**src/rtl/eep_pkg.sv**
```systemverilog
package eep_pkg;
  localparam int unsigned AW    = 8;
  localparam int unsigned DW    = 8;
  localparam int unsigned PW    = 4;
  localparam int unsigned SLOTS = 1 << PW;
  localparam int unsigned DEPTH = 1 << AW;

  typedef enum logic [2:0] {
    PH_IDLE,
    PH_DEV,
    PH_WADR,
    PH_WDAT,
    PH_RDAT
  } phase_t;

  // next buffered write address: only the in-page bits advance
  function automatic logic [AW-1:0] page_step(input logic [AW-1:0] a);
    logic [AW-1:0] r;
    r = a;
    r[PW-1:0] = a[PW-1:0] + 1'b1;
    return r;
  endfunction

  // next read address: full-width wrap
  function automatic logic [AW-1:0] seq_step(input logic [AW-1:0] a);
    return a + 1'b1;
  endfunction

  function automatic logic dev_hit(input logic [DW-1:0] b, input logic [6:0] id);
    return b[DW-1:1] == id;
  endfunction
endpackage

```
**src/rtl/i2c_line_sync.sv**
```systemverilog
module i2c_line_sync #(
  parameter int unsigned STAGES = 2
) (
  input  logic clk,
  input  logic rst_n,
  input  logic scl_in,
  input  logic sda_in,
  output logic scl_lvl,
  output logic sda_lvl,
  output logic scl_rise,
  output logic scl_fall,
  output logic start_det,
  output logic stop_det
);
  logic [STAGES-1:0] scl_sh, sda_sh;
  logic scl_q, sda_q;

  always_ff @(posedge clk or negedge rst_n) begin
    if (!rst_n) begin
      scl_sh <= '1;
      sda_sh <= '1;
      scl_q  <= 1'b1;
      sda_q  <= 1'b1;
    end else begin
      scl_sh <= {scl_sh[STAGES-2:0], scl_in};
      sda_sh <= {sda_sh[STAGES-2:0], sda_in};
      scl_q  <= scl_sh[STAGES-1];
      sda_q  <= sda_sh[STAGES-1];
    end
  end

  assign scl_lvl   = scl_sh[STAGES-1];
  assign sda_lvl   = sda_sh[STAGES-1];
  assign scl_rise  = scl_lvl & ~scl_q;
  assign scl_fall  = ~scl_lvl & scl_q;
  assign start_det = scl_lvl & scl_q & sda_q & ~sda_lvl;
  assign stop_det  = scl_lvl & scl_q & ~sda_q & sda_lvl;
endmodule

```
**src/rtl/eep_page_buf.sv**
```systemverilog
module eep_page_buf
  import eep_pkg::*;
#(
  parameter int unsigned CW = 16
) (
  input  logic                clk,
  input  logic                rst_n,
  input  logic                clear,
  input  logic                push,
  input  logic [PW-1:0]       push_slot,
  input  logic [DW-1:0]       push_data,
  input  logic                base_set,
  input  logic [AW-PW-1:0]    base_page,
  input  logic                commit_req,
  input  logic [CW-1:0]       prog_cycles,
  output logic                busy,
  output logic                any_valid,
  output logic                wr_fire,
  output logic [AW-PW-1:0]    wr_page,
  output logic [SLOTS*DW-1:0] wr_data,
  output logic [SLOTS-1:0]    wr_mask
);
  logic [DW-1:0]    slot [SLOTS];
  logic [SLOTS-1:0] vld;
  logic [CW-1:0]    tmr;

  always_ff @(posedge clk or negedge rst_n) begin
    if (!rst_n) begin
      vld     <= '0;
      wr_page <= '0;
      tmr     <= '0;
      for (int i = 0; i < SLOTS; i++) slot[i] <= '0;
    end else begin
      if (wr_fire || (clear && !busy)) vld <= '0;
      else if (push) begin
        vld[push_slot]  <= 1'b1;
        slot[push_slot] <= push_data;
      end
      if (base_set) wr_page <= base_page;
      if (commit_req && !busy) tmr <= (prog_cycles == '0) ? CW'(1) : prog_cycles;
      else if (tmr != '0)      tmr <= tmr - 1'b1;
    end
  end

  genvar g;
  generate
    for (g = 0; g < SLOTS; g++) begin : g_flat
      assign wr_data[g*DW +: DW] = slot[g];
    end
  endgenerate

  assign wr_mask   = vld;
  assign busy      = (tmr != '0);
  assign any_valid = |vld;
  assign wr_fire   = (tmr == CW'(1));

  assert_busy_from_commit_R5: assert property (@(posedge clk) disable iff (!rst_n)
    $rose(busy) |-> $past(commit_req))
    else $error("busy rose without a commit request");
  assert_fire_has_data_R5: assert property (@(posedge clk) disable iff (!rst_n)
    wr_fire |-> any_valid)
    else $error("array write fired with an empty buffer");
endmodule

```
**src/rtl/eep_array.sv**
```systemverilog
module eep_array
  import eep_pkg::*;
(
  input  logic                clk,
  input  logic                rst_n,
  input  logic                wr_fire,
  input  logic [AW-PW-1:0]    wr_page,
  input  logic [SLOTS*DW-1:0] wr_data,
  input  logic [SLOTS-1:0]    wr_mask,
  input  logic [AW-1:0]       rd_addr,
  output logic [DW-1:0]       rd_data
);
  logic [DW-1:0] mem [DEPTH];

  always_ff @(posedge clk or negedge rst_n) begin
    if (!rst_n) begin
      for (int i = 0; i < DEPTH; i++) mem[i] <= '1;
    end else if (wr_fire) begin
      for (int s = 0; s < SLOTS; s++)
        if (wr_mask[s]) mem[{wr_page, s[PW-1:0]}] <= wr_data[s*DW +: DW];
    end
  end

  assign rd_data = mem[rd_addr];
endmodule

```
**src/rtl/eeprom_i2c_slave.sv**
```systemverilog
module eeprom_i2c_slave
  import eep_pkg::*;
#(
  parameter logic [6:0]  DEV_ID = 7'b1010000,
  parameter int unsigned CW     = 16,
  parameter int unsigned SYNC   = 2
) (
  input  logic          clk,
  input  logic          rst_n,
  input  logic          scl_in,
  input  logic          sda_in,
  input  logic [CW-1:0] prog_cycles,
  output logic          sda_oe
);
  localparam int unsigned PGW = AW - PW;

  logic scl_lvl, sda_lvl, scl_rise, scl_fall, start_det, stop_det;
  phase_t phase, nxt_phase;
  logic [3:0] bit_cnt;
  logic [DW-1:0] shreg, tx, byte_in, rd_data;
  logic [AW-1:0] addr;
  logic oe_q, ack_pend, rd_go;
  logic busy, any_valid, wr_fire, commit_req;
  logic rx_phase, byte_done, ack_go, push, base_set, end_fall, mack_rise;
  logic [PGW-1:0] wr_page;
  logic [SLOTS*DW-1:0] wr_data;
  logic [SLOTS-1:0] wr_mask;

  i2c_line_sync #(.STAGES(SYNC)) u_sync (
    .clk(clk), .rst_n(rst_n), .scl_in(scl_in), .sda_in(sda_in),
    .scl_lvl(scl_lvl), .sda_lvl(sda_lvl), .scl_rise(scl_rise), .scl_fall(scl_fall),
    .start_det(start_det), .stop_det(stop_det)
  );

  // named bus events
  assign byte_in    = {shreg[DW-2:0], sda_lvl};
  assign rx_phase   = (phase == PH_DEV) || (phase == PH_WADR) || (phase == PH_WDAT);
  assign byte_done  = scl_rise && rx_phase && (bit_cnt == 4'd7);
  assign end_fall   = scl_fall && (phase != PH_IDLE) && (bit_cnt == 4'd9);
  assign mack_rise  = scl_rise && (phase == PH_RDAT) && (bit_cnt == 4'd8) && !ack_pend;
  assign commit_req = stop_det && (phase == PH_WDAT) && any_valid;

  always_comb begin
    ack_go    = 1'b0;
    push      = 1'b0;
    base_set  = 1'b0;
    nxt_phase = phase;
    if (byte_done) begin
      case (phase)
        PH_DEV: begin
          if (dev_hit(byte_in, DEV_ID) && !busy) begin
            ack_go    = 1'b1;
            nxt_phase = byte_in[0] ? PH_RDAT : PH_WADR;
          end else begin
            nxt_phase = PH_IDLE;
          end
        end
        PH_WADR: begin
          ack_go    = 1'b1;
          base_set  = 1'b1;
          nxt_phase = PH_WDAT;
        end
        PH_WDAT: begin
          ack_go = 1'b1;
          push   = 1'b1;
        end
        default: nxt_phase = phase;
      endcase
    end
  end

  always_ff @(posedge clk or negedge rst_n) begin
    if (!rst_n) begin
      phase    <= PH_IDLE;
      bit_cnt  <= '0;
      shreg    <= '0;
      tx       <= '0;
      addr     <= '0;
      oe_q     <= 1'b0;
      ack_pend <= 1'b0;
      rd_go    <= 1'b0;
    end else if (start_det) begin
      phase    <= PH_DEV;
      bit_cnt  <= '0;
      oe_q     <= 1'b0;
      ack_pend <= 1'b0;
      rd_go    <= 1'b0;
    end else if (stop_det) begin
      phase    <= PH_IDLE;
      bit_cnt  <= '0;
      oe_q     <= 1'b0;
      ack_pend <= 1'b0;
    end else begin
      if (scl_rise && (phase != PH_IDLE) && (bit_cnt != 4'd9)) begin
        bit_cnt <= bit_cnt + 4'd1;
        shreg   <= byte_in;
      end
      if (byte_done) begin
        phase    <= nxt_phase;
        ack_pend <= ack_go;
        if (ack_go && (nxt_phase == PH_RDAT)) rd_go <= 1'b1;
      end
      if (base_set) addr <= byte_in;
      if (push)     addr <= page_step(addr);
      if (mack_rise) rd_go <= ~sda_lvl;
      if (scl_fall && (phase != PH_IDLE)) begin
        if (bit_cnt == 4'd8) begin
          oe_q <= ack_pend;
        end else if (bit_cnt == 4'd9) begin
          bit_cnt  <= '0;
          ack_pend <= 1'b0;
          if ((phase == PH_RDAT) && rd_go) begin
            tx   <= rd_data;
            oe_q <= ~rd_data[DW-1];
            addr <= seq_step(addr);
          end else begin
            oe_q <= 1'b0;
            if (phase == PH_RDAT) phase <= PH_IDLE;
          end
        end else if ((phase == PH_RDAT) && (bit_cnt != 4'd0)) begin
          oe_q <= ~tx[3'd7 - bit_cnt[2:0]];
        end
      end
    end
  end

  assign sda_oe = oe_q;

  eep_page_buf #(.CW(CW)) u_buf (
    .clk(clk), .rst_n(rst_n), .clear(start_det), .push(push),
    .push_slot(addr[PW-1:0]), .push_data(byte_in),
    .base_set(base_set), .base_page(byte_in[AW-1:PW]),
    .commit_req(commit_req), .prog_cycles(prog_cycles),
    .busy(busy), .any_valid(any_valid), .wr_fire(wr_fire),
    .wr_page(wr_page), .wr_data(wr_data), .wr_mask(wr_mask)
  );

  eep_array u_mem (
    .clk(clk), .rst_n(rst_n), .wr_fire(wr_fire), .wr_page(wr_page),
    .wr_data(wr_data), .wr_mask(wr_mask), .rd_addr(addr), .rd_data(rd_data)
  );

  assert_start_realign_R1: assert property (@(posedge clk) disable iff (!rst_n)
    start_det |=> (bit_cnt == 4'd0) && (phase == PH_DEV) && !oe_q)
    else $error("start did not realign the bit position");
  assert_oe_scl_low_R3: assert property (@(posedge clk) disable iff (!rst_n)
    (scl_lvl && !start_det && !stop_det) |=> $stable(oe_q))
    else $error("SDA drive changed while SCL high");
  assert_no_ack_busy_R6: assert property (@(posedge clk) disable iff (!rst_n)
    busy |-> !ack_go)
    else $error("acknowledge decided during programming cycle");
  assert_nack_release_R9: assert property (@(posedge clk) disable iff (!rst_n)
    (end_fall && (phase == PH_RDAT) && !rd_go) |=> !oe_q && (phase == PH_IDLE))
    else $error("SDA not released after master NACK");
endmodule

```
**config.mk**
```make
export PLATFORM = sky130hd
export DESIGN_NAME = eeprom_i2c_slave
export DESIGN_NICKNAME = d
export VERILOG_FILES = /design/src/rtl/eep_pkg.sv /design/src/rtl/i2c_line_sync.sv /design/src/rtl/eep_page_buf.sv /design/src/rtl/eep_array.sv /design/src/rtl/eeprom_i2c_slave.sv
export SDC_FILE = /design/constraint.sdc
export NUM_CORES = 2
export LEC_CHECK = 0
export BUFFER_PORTS_ARGS = -buffer_cell sky130_fd_sc_hd__buf_2
export CAP_MARGIN = 20
export CORE_MARGIN = 10
export CORE_UTILIZATION = 50
export DETAILED_ROUTE_END_ITERATION = 7
export PLACE_DENSITY = 0.71
export SYNTH_ARGS = -nofsm -noshare
export SYNTH_HDL_FRONTEND = slang
export SYNTH_SLANG_ARGS = --single-unit
```
**constraint.sdc**
```tcl
create_clock -name clk -period 3.1 [get_ports clk]
set_input_delay 0.155 -clock clk [delete_from_list [all_inputs] [get_ports clk]]
set_output_delay 0.155 -clock clk [all_outputs]
set_load 0.02 [all_outputs]
```
==> key figures <==
STA
  – Setup-failing EPs final: 4
  – Worst-Margin Slew: 1.28 ns
  – Minimum clock period after layout: 3.15 ns
  – Max-slew violations: 0
  – Max Fclk: between 300 and 400 MHz
  – Final hold slack: 0.0570 ns
  – Final hold vios: 0
  – Final WS setup: -0.0477 ns
  – Setup total negative slack: -0.135 ns
  – Final Cycle Share: 1.02
  – Max transition margin: 0.144
  – RSZ-0062 raised after global routing: true
  – Clock skew: between 0.06 and 0.07 ns

Clocking
  – H-Tree Depth: 4
  – Clock tree buffer depth: 3
  – Clock slew at the register clock pins of the worst setup and hold paths: 0.07 ns
  – CTS Root Cell: clkbuf_16
  – Num CTS Buffers: 232
  – CTS tree: yes
  – # clock sinks: 2251
  – Worst-Skew Late Latency: 0.94 ns

Logic synthesis
  – Asr flop ratio synth: 1.00
  – Leading cell type by number of instances after synthesis: mux2_2
  – Synthesized area per cell: 16.2 um2
  – Most instantiated cells after synthesis: 2086 x mux2_2, 2054 x dfstp_2, 460 x mux4_2, 197 x dfrtp_1, 177 x a22oi_1
  – Cell taking the most area after synthesis: dfstp_2
  – Share of the synthesized area in the top cell type: 0.510
  – Distinct cells, synth: 76
  – Syn nets: roughly 6600
  – #FFs+latches synth: 2251
  – Seq/Total Area, Yosys: 0.556
  – Number of synthesized flops with an enable pin: 0
  – Most used DFF post-synth: dfstp_2
  – Post-Syn Area: ~0.11 mm2
  – Syn Inst Count: 6551
  – Largest cells by area after synthesis: dfstp_2 51%, mux2_2 22%, mux4_2 9.8%
  – Yosys warnings: 0

Floorplan
  – Top Ports: 21
  – Height of the die: 480 um
  – Initial Util: 0.504
  – Die Area: 0.231 mm2
  – Placement Rows: 168
  – Chip Width: 480 um
  – Core box area: between 0.2 and 0.25 mm2

Global routing
  – Initial antenna violation count: 64
  – Vias in the first global route: 68400
  – Global-route wire length before repair: 562000 um
  – Total global-route track usage: 0.348
  – Grt total ovfl: 0
  – Largest net degree at the start of global routing: ~120

Critical path
  – Setup crit start kind: flip-flop
  – Worst path required time: just under 4 ns
  – Setup CP Type: flip-flop to flip-flop
  – CP max FO: 11
  – Data arrival time of the critical path: 3.93 ns
  – Critical Path End Type: flip-flop

Route
  – Routed WL per cell: 39.5 um
  – Initial DRT Pass Iterations: 8
  – DRC: 8
  – DR iter-0 viols: between 8000 and 9000
  – DR vias/cell: 6.62
  – Vias after detailed routing: 68600
  – Drt total wl: ~410000 um
  – Antenna Nets Post-Route: 0

Worst hold path
  – Worst min path class: input pin to flip-flop

Status
  – Failing checks: design-rule violations, negative setup slack
  – Run status: finished with violations

Pwr
  – Sw frac: 0.229
  – Tot Pwr: 60.7 mW
  – LEAKAGE: 51.8 nW
  – Switching power: 13.9 mW
  – Pwr dens: slightly below 500 mW/mm2
  – Reg power frac: 0.489
  – VDD IR max: 580 uV
  – Logic gate share of total power: 0.027
  – Cell-internal power: 46.8 mW
  – Clock power frac: 0.484

Placement
  – Detail Placement HPWL: 285000 um
  – Port Buffers: 20
  – GP Congestion: about 1.2
  – Area after DPL: around 0.12 mm2
  – Pre-CTS setup slack: -0.320 ns

Run
  – Number of max-cap violations: 0

Finish
  – Layout area overhead: 18.7%
  – Layout Nets: 7375
  – Post-route cell area: ~0.13 mm2
  – Layout cells sized above 1: 0.844
through the flow:
| step | util | cells |
|---|---|---|
| 2_1_floorplan | - | 6551 |
| 3_3_place_gp | 0.553 | 9833 |
| 3_5_place_dp | 0.554 | 9842 |
| 4_1_cts | 0.594 | 10300 |
| 5_1_grt | 0.598 | 10400 |
| 6_report | 0.598 | 10400 |
cells by family (layout without fill, tap and decap cells):
group / count (synthesis) / count (layout) / synth area share
adder cells (fa/ha/maj): 10 / 10 / 0.00118
other: 0 / 17 / 0
buffers and inverters: 399 / 1396 / 0.0177
multiplexers: 2799 / 2799 / 0.349
flip-flops: 2251 / 2251 / 0.556
XOR/XNOR: 11 / 11 / 0.000910
AND/OR/NAND/NOR: 665 / 665 / 0.0479
AO/OA/AOI/OAI: 416 / 416 / 0.0276
critical path: stages (launching register included):
cell and delay [ns]:
dfrtp_4 0.43, buf_12 0.18, buf_4 0.16, clkbuf_16 0.19
mux4_2 0.60, mux4_2 0.48, mux4_2 0.50, o21ai_2 0.17
o41a_1 0.21, a21oi_1 0.08
placed cells by master (no fill, tap or decap), types with 10 or more instances in the layout:
cell,synthesis,routed
a21o_1,18,18
a21oi_1,97,96
a22oi_1,177,166
a22oi_2,0,11
a31oi_1,10,10
buf_12,1,163
buf_16,0,18
buf_2,83,19
buf_4,43,702
buf_6,8,11
bufinv_16,0,20
clkbuf_1,107,51
clkbuf_16,0,237
clkbuf_8,0,49
clkinv_2,0,51
dfrtp_1,197,187
dfstp_2,2054,2054
diode_2,0,17
dlygate4sd3_1,0,27
ha_1,10,10
inv_1,11,11
mux2_2,2086,2086
mux2_4,104,104
mux2i_1,149,149
mux4_2,460,460
nand2_1,111,106
nand2_2,6,11
nand2_4,10,10
nand3_1,92,87
nand4_1,15,15
nor2_1,67,62
nor2_2,156,160
nor2_8,100,100
nor2b_1,19,13
nor3_1,21,15
nor4_1,17,13
o21ai_0,25,22
power groups by stage:
stage | clock (mW) | combinational, mW | sequential, mW
6_report | 29.4 | 1.63 | 29.7
5_1_grt | 30.8 | 1.72 | 29.7
4_1_cts | 29.6 | 1.59 | 29.7
3_5_place_dp | 0 | 1.56 | 30.1
3_3_place_gp | 0 | 1.52 | 30.1
2_1_floorplan | 0 | 0.320 | 30.1
layer usage:
metal  wire (um)  track usage
met1      160000        0.467
met3       57400        0.160
met2      166000        0.466
met4       26000        0.185
met5         243            0
path summary, 6_finish.rpt:
| path | endpoint | slack (ns) | start | cells after the start |
|---|---|---|---|---|
| setup / recovery | tx[5]$_DFFE_PN0P_ | -0.05 | addr[0]$_DFFE_PN0P_ | 9 |
| hold / removal | u_buf.tmr[12]$_DFFE_PN0P_ | 0.06 | prog_cycles[12] | 4 |
| setup reg to reg | tx[5]$_DFFE_PN0P_ | -0.05 | addr[0]$_DFFE_PN0P_ | 9 |
| hold reg to reg | u_sync.sda_sh[1]$_DFF_PN1_ | 0.36 | u_sync.sda_sh[0]$_DFF_PN1_ | 0 |
| max in group asynchronous | u_mem.mem[1885]$_DFFE_PN1P_ | 2.02 | rst_n | 5 |
| min in group asynchronous | u_mem.mem[432]$_DFFE_PN1P_ | 0.22 | rst_n | 2 |
flip-flops by register name, indices dropped and copies added (netlist names):
register,count
ack_pend,1
addr,8
bit_cnt,4
phase,3
rd_go,1
sda_oe,1
shreg,7
tx,8
u_buf.tmr,16
u_buf.wr_data,128
u_buf.wr_mask,16
u_buf.wr_page,4
u_mem.mem,2048
u_sync.scl_q,1
u_sync.scl_sh,2
u_sync.sda_q,1
u_sync.sda_sh,2
timing repair:
item | in CTS | in global routing
setup endpoints to repair | 8 | 27
gates cloned | 1 | 2
hold buffers | 28 | 0
pin swaps | 0 | 6
buffers inserted | 4 | 35
endpoints found under the hold margin | 197 | 0
resized for setup | 20 | 58
cell type report:
cell class | instances | area (um2)
Clock buffer | 335 | 6750
Tap cell | 2805 | 3510
Antenna cell | 17 | 42.5
Sequential cell | 2251 | 58900
Inverter | 13 | 48.8
Multi-Input combinational cell | 3901 | 45400
Clock inverter | 102 | 1290
Fill cell | 15600 | 84600
Timing Repair Buffer | 946 | 9640
No activity file was read; power rests on OpenSTA's default activity.
